`config.mk`:
```
export PLATFORM = sky130hd
export DESIGN_NAME = serclk_divider
export DESIGN_NICKNAME = d
export VERILOG_FILES = /design/src/rtl/serclk_pkg.sv /design/src/rtl/serclk_cfg_reg.sv /design/src/rtl/serclk_fixed_stage.sv /design/src/rtl/serclk_var_stage.sv /design/src/rtl/serclk_toggle.sv /design/src/rtl/serclk_divider.sv
export SDC_FILE = /design/constraint.sdc
export NUM_CORES = 1
export LEC_CHECK = 0
export ABC_AREA = 1
export ABC_CLOCK_PERIOD_IN_PS = 5330
export BUFFER_PORTS_ARGS = -buffer_cell sky130_fd_sc_hd__buf_2
export CAP_MARGIN = 15
export CORE_AREA = 2 2 63 65
export CTS_CLUSTER_DIAMETER = 50
export DETAILED_ROUTE_END_ITERATION = 16
export DIE_AREA = 0 0 65 67
export PLACE_DENSITY_LB_ADDON = 0.1
export SLEW_MARGIN = 10
export SYNTH_ARGS = -nofsm -noshare
export SYNTH_HDL_FRONTEND = slang
export SYNTH_SLANG_ARGS = --single-unit
```
`constraint.sdc`:
```
create_clock -name clk -period 5.33 [get_ports clk]
set_input_delay 0.2665 -clock clk [delete_from_list [all_inputs] [get_ports clk]]
set_output_delay 0.2665 -clock clk [all_outputs]
set_load 0.01 [all_outputs]
```
`src/rtl/serclk_pkg.sv`:
```
package serclk_pkg;
  localparam int REG_W     = 24;
  localparam int MOD_W     = 8;
  localparam int RANGE_BIT = 11;
  localparam int FIXED_DIV = 8;

  typedef struct packed {
    logic             bypass;
    logic [MOD_W-1:0] modulus;
  } div_cfg_t;

  // Modulus actually used by the variable stage: clamps ratio to >= 4
  function automatic logic [MOD_W-1:0] eff_modulus(div_cfg_t c);
    if (c.bypass && (c.modulus == '0)) return MOD_W'(1);
    return c.modulus;
  endfunction

  function automatic logic [REG_W-1:0] pack_reg(div_cfg_t c);
    logic [REG_W-1:0] r;
    r = '0;
    r[RANGE_BIT]   = c.bypass;
    r[MOD_W-1:0]   = c.modulus;
    return r;
  endfunction

  function automatic div_cfg_t unpack_reg(logic [REG_W-1:0] r);
    div_cfg_t c;
    c.bypass  = r[RANGE_BIT];
    c.modulus = r[MOD_W-1:0];
    return c;
  endfunction
endpackage

```
`src/rtl/serclk_cfg_reg.sv`:
```
module serclk_cfg_reg
  import serclk_pkg::*;
(
  input  logic             clk,
  input  logic             rst_n,
  input  logic             soft_rst,
  input  logic             wr_en,
  input  logic [REG_W-1:0] wdata,
  output logic [REG_W-1:0] rdata,
  output div_cfg_t         prog_cfg
);
  always_ff @(posedge clk or negedge rst_n) begin
    if (!rst_n)        prog_cfg <= '0;
    else if (soft_rst) prog_cfg <= '0;
    else if (wr_en)    prog_cfg <= unpack_reg(wdata);
  end

  assign rdata = pack_reg(prog_cfg);
endmodule

```
`src/rtl/serclk_fixed_stage.sv`:
```
module serclk_fixed_stage #(
  parameter int DIV = 8
) (
  input  logic clk,
  input  logic rst_n,
  input  logic clr,
  input  logic bypass,
  output logic tick
);
  localparam int CW = (DIV > 1) ? $clog2(DIV) : 1;
  localparam logic [CW-1:0] LAST = CW'(DIV - 1);

  logic [CW-1:0] cnt;

  assign tick = bypass | (cnt == LAST);

  always_ff @(posedge clk or negedge rst_n) begin
    if (!rst_n)                     cnt <= '0;
    else if (clr || bypass)         cnt <= '0;
    else if (cnt == LAST)           cnt <= '0;
    else                            cnt <= cnt + 1'b1;
  end
endmodule

```
`src/rtl/serclk_var_stage.sv`:
```
module serclk_var_stage #(
  parameter int W = 8
) (
  input  logic         clk,
  input  logic         rst_n,
  input  logic         clr,
  input  logic         tick,
  input  logic [W-1:0] limit,
  output logic         term
);
  logic [W-1:0] cnt;

  assign term = tick && (cnt == limit);

  always_ff @(posedge clk or negedge rst_n) begin
    if (!rst_n)            cnt <= '0;
    else if (clr || term)  cnt <= '0;
    else if (tick)         cnt <= cnt + 1'b1;
  end
endmodule

```
`src/rtl/serclk_toggle.sv`:
```
module serclk_toggle (
  input  logic clk,
  input  logic rst_n,
  input  logic clr,
  input  logic term,
  output logic bclk,
  output logic rise_stb,
  output logic fall_stb
);
  always_ff @(posedge clk or negedge rst_n) begin
    if (!rst_n) begin
      bclk <= 1'b0; rise_stb <= 1'b0; fall_stb <= 1'b0;
    end else if (clr) begin
      bclk <= 1'b0; rise_stb <= 1'b0; fall_stb <= 1'b0;
    end else begin
      bclk     <= bclk ^ term;
      rise_stb <= term & ~bclk;
      fall_stb <= term &  bclk;
    end
  end
endmodule

```
`src/rtl/serclk_divider.sv`:
```
module serclk_divider
  import serclk_pkg::*;
#(
  parameter int FIX_DIV = FIXED_DIV
) (
  input  logic             clk,
  input  logic             rst_n,
  input  logic             soft_rst,
  input  logic             cfg_wr,
  input  logic [REG_W-1:0] cfg_wdata,
  output logic [REG_W-1:0] cfg_rdata,
  output logic             bclk,
  output logic             bclk_rise,
  output logic             bclk_fall
);
  div_cfg_t         prog_cfg;   // as written
  div_cfg_t         act_cfg;    // as used by the chain
  logic             fix_tick;
  logic             term_evt;   // terminal count of the whole chain
  logic [MOD_W-1:0] var_limit;

  serclk_cfg_reg u_reg (
    .clk(clk), .rst_n(rst_n), .soft_rst(soft_rst),
    .wr_en(cfg_wr), .wdata(cfg_wdata), .rdata(cfg_rdata),
    .prog_cfg(prog_cfg)
  );

  // Pending setting is applied only at a terminal count
  always_ff @(posedge clk or negedge rst_n) begin
    if (!rst_n)        act_cfg <= '0;
    else if (soft_rst) act_cfg <= '0;
    else if (term_evt) act_cfg <= prog_cfg;
  end

  assign var_limit = eff_modulus(act_cfg);

  serclk_fixed_stage #(.DIV(FIX_DIV)) u_fix (
    .clk(clk), .rst_n(rst_n), .clr(soft_rst | term_evt),
    .bypass(act_cfg.bypass), .tick(fix_tick)
  );

  serclk_var_stage #(.W(MOD_W)) u_var (
    .clk(clk), .rst_n(rst_n), .clr(soft_rst),
    .tick(fix_tick), .limit(var_limit), .term(term_evt)
  );

  serclk_toggle u_tog (
    .clk(clk), .rst_n(rst_n), .clr(soft_rst), .term(term_evt),
    .bclk(bclk), .rise_stb(bclk_rise), .fall_stb(bclk_fall)
  );
endmodule

```
==> out/metrics.csv <==
metric,value,unit
Worst setup EP type,register,
CTS tree,done,
initial antenna violation count,0,
Slew Limit Headroom,53.07,%
Most Crowded Layer GR,met2,
P per Cell Area,259.3,nW/µm²
first-pass GRT wire length,5.485,mm
status,finished clean,
fin crit period,1901,ps
Setup WS post-layout,3429,ps
antenna cells,0,
Max Cap Viol,0,
Worst-path clk slew,70,ps
Placer Congestion,0.8211,
Cell variety after synth,22,
Die Area,4355,µm²
post-synth top area share,44.51,%
vias in the first global route,1202,
async set or reset register ratio after synthesis,100.0,%
largest net degree at the start of global routing,38,
worst vdd ir,0.0001520,V
register area,800.8,µm²
global-route met3 utilization,2.703,%
M2 GR Usage,24.61,%
main flop type after synthesis,dfrtp_1,
compound-gate portion of the synthesized area,2.921,%
Fillers,371,
area of the mapped netlist,1799,µm²
"EDFF count, synth",0,
Mapped Cells,220,
DRC errors left,0,
Overflow after GRT,0,
FP Rows,22,
GRT Util Overall,16.60,%
footprint of the multi-input gates,788.3,µm²
leakage,1.075,nW
WP data required,5530,ps
worst-path cell chain,ha_1 > ha_1 > nor2_2 > nor2_2 > nand2_1 > nor2_2 > nand2_2 > nor2_4 > nand3_4 > nand2_1 > nor2_1,
Iteration-0 DRC Markers,55,
vias,1341,
"top cells by area, synth","dfrtp_1, nand2_1, nand3_1, buf_4, inv_1",
post-synthesis sequential area ratio,44.51,%
worst clock skew,4.615,ps
die width,65,µm
Tcrit/Tclk final,35.66,%
Starting Density,49.90,%
RSZ-0062 raised after global routing,no,
fin nets,278,
cts hold-fix bufs,0,
"Largest stage delay, worst path",380,ps
Place WS,3423,ps
Crit path top cell by count,nor2_2,
Via density,4.561,
layout cell share with drive strength beyond 1,20.33,%
DP HPWL,2.165,mm
Setup CP Type,reg -> reg,
die height,67,µm
Critical Path AT,2100,ps
nature of the critical path startpoint,register,
global-route met1 utilization,22.77,%
"commonest cells after routing, fill and taps aside","nand2_1, dfrtp_1, inv_1, nand3_1, nor2_1",
crit path max fanout,15,
Clock Path Buffers,2,
Port Buffers,24,
Wirelength per Cell,10.37,µm
antenna-violating nets left,0,
xor-xnor portion of the synthesized cell area,1.947,%
worst slew pin tran,703.9,ps
"Slew Viols, Final",0,
area added between synthesis and finish,10.78,%
post-CTS resize count,0,
multiplexer area fraction after synthesis,0.5563,%
"most common cell after layout, fill and taps aside",nand2_1,
final setup TNS,0,ps
post-CTS setup buffers,0,
largest family of logic cells by synthesized area,simple AND/OR/NAND/NOR gates,
Synth Area in Adders,3.477,%
clk sinks,32,
Synth Register Bits,32,
final wirelength,3.049,mm
htree depth,2,
Peak Freq,526.1,MHz
syn_area_per_cell,8.178,µm²
Ys Warns,0,
cell accounting for the most synthesized area,dfrtp_1,
Hold Crit Class,in -> async,
Core ar.,3606,µm²
Post-Synth Simple-Gate Area,31.78,%
total CTS buffers,5,
Clock Root Buffer,clkbuf_8,
drt first pass iters,4,
endpoints failing setup,0,
Worst path slowest cell,dfrtp_1,
Clock Latency Late Sink,280,ps
io pins,55,
Final Hold Viols,0,
report_power, final:
group	internal (W)	switching (W)	leakage, nW
Clock	0.000139	0.0000875	0.0552
Combinational	0.0000111	0.0000264	0.581
Sequential	0.000249	0.00000423	0.439
Total	0.000399	0.000118	1.08
synthesized netlist by cell type, drive strengths merged, types with 2 or more instances:
cell type and number:
dfrtp 32, nand2 45, buf 17, inv 31, nand4 2, o21ai 9, nor2 31, clkbuf 3
ha 5, nand3 37, xor2 4
routing by layer:
layer | share of wire, % | vias to the layer above
met3 | 3.6 | 7
met2 | 46 | 32
met5 | 0 | -
li1 | - | 707
met1 | 48 | 595
met4 | 2.5 | 0
layout make-up:
cell class,instances,area share [%]
multi-input combinational,151,39.55
clock inverter,2,1.758
inverter,31,5.838
clock buffer,6,3.641
tap,48,3.013
timing repair buffer,24,6.026
sequential,32,40.18
stage by stage:
stage / power (W) / utilization [%] / instances / instance area (µm²) / hold slack (ps)
2_1_floorplan: 0.0002877 / - / 234 / 1852 / -29.09
3_3_place_gp: 0.0002953 / 52.29 / 286 / 1886 / 363.0
3_5_place_dp: 0.0002957 / 52.29 / 286 / 1886 / 360.7
4_1_cts: 0.0005221 / 55.27 / 294 / 1993 / 54.96
5_1_grt: 0.0005412 / 55.27 / 294 / 1993 / 85.05
6_report: 0.0005169 / 55.27 / 294 / 1993 / 33.17
worst paths after layout:
check / from / to / slack [ps] / cells past startpoint
min reg2reg: u_fix.cnt[0] / u_fix.cnt[0] / 430 / 1
max: u_fix.cnt[0] / u_var.cnt[1] / 3430 / 11
min in group clk: soft_rst / u_tog.bclk / 220 / 2
max reg2reg: u_fix.cnt[0] / u_var.cnt[1] / 3430 / 11
min: rst_n / u_tog.bclk / 30 / 1
max in group asynchronous: rst_n / u_var.cnt[1] / 4840 / 1
logic make-up (layout without fill, tap and decap cells):
logic type,Yosys count,in the layout
other,1,15
AOI/OAI and AO/OA,10,10
buffers and inverters,51,63
muxes,1,1
xor gates and xnor gates,4,4
adders and majority gates,5,5
DFF,32,32
and+or+nand+nor,116,116
flip-flops by register name, indices dropped and copies added (netlist names):
| signal | cells |
|---|---|
| u_tog.fall_stb | 1 |
| u_tog.bclk | 1 |
| act_cfg | 9 |
| u_fix.cnt | 3 |
| u_tog.rise_stb | 1 |
| u_reg.prog_cfg | 9 |
| u_var.cnt | 8 |
worst max-delay path, delay by kind of cell (launching register included):
kind	cells	cell delay, ps
fa+ha+maj	2	400
flops	1	380
simple gates	9	1030
(Power assumes the default switching activity.)
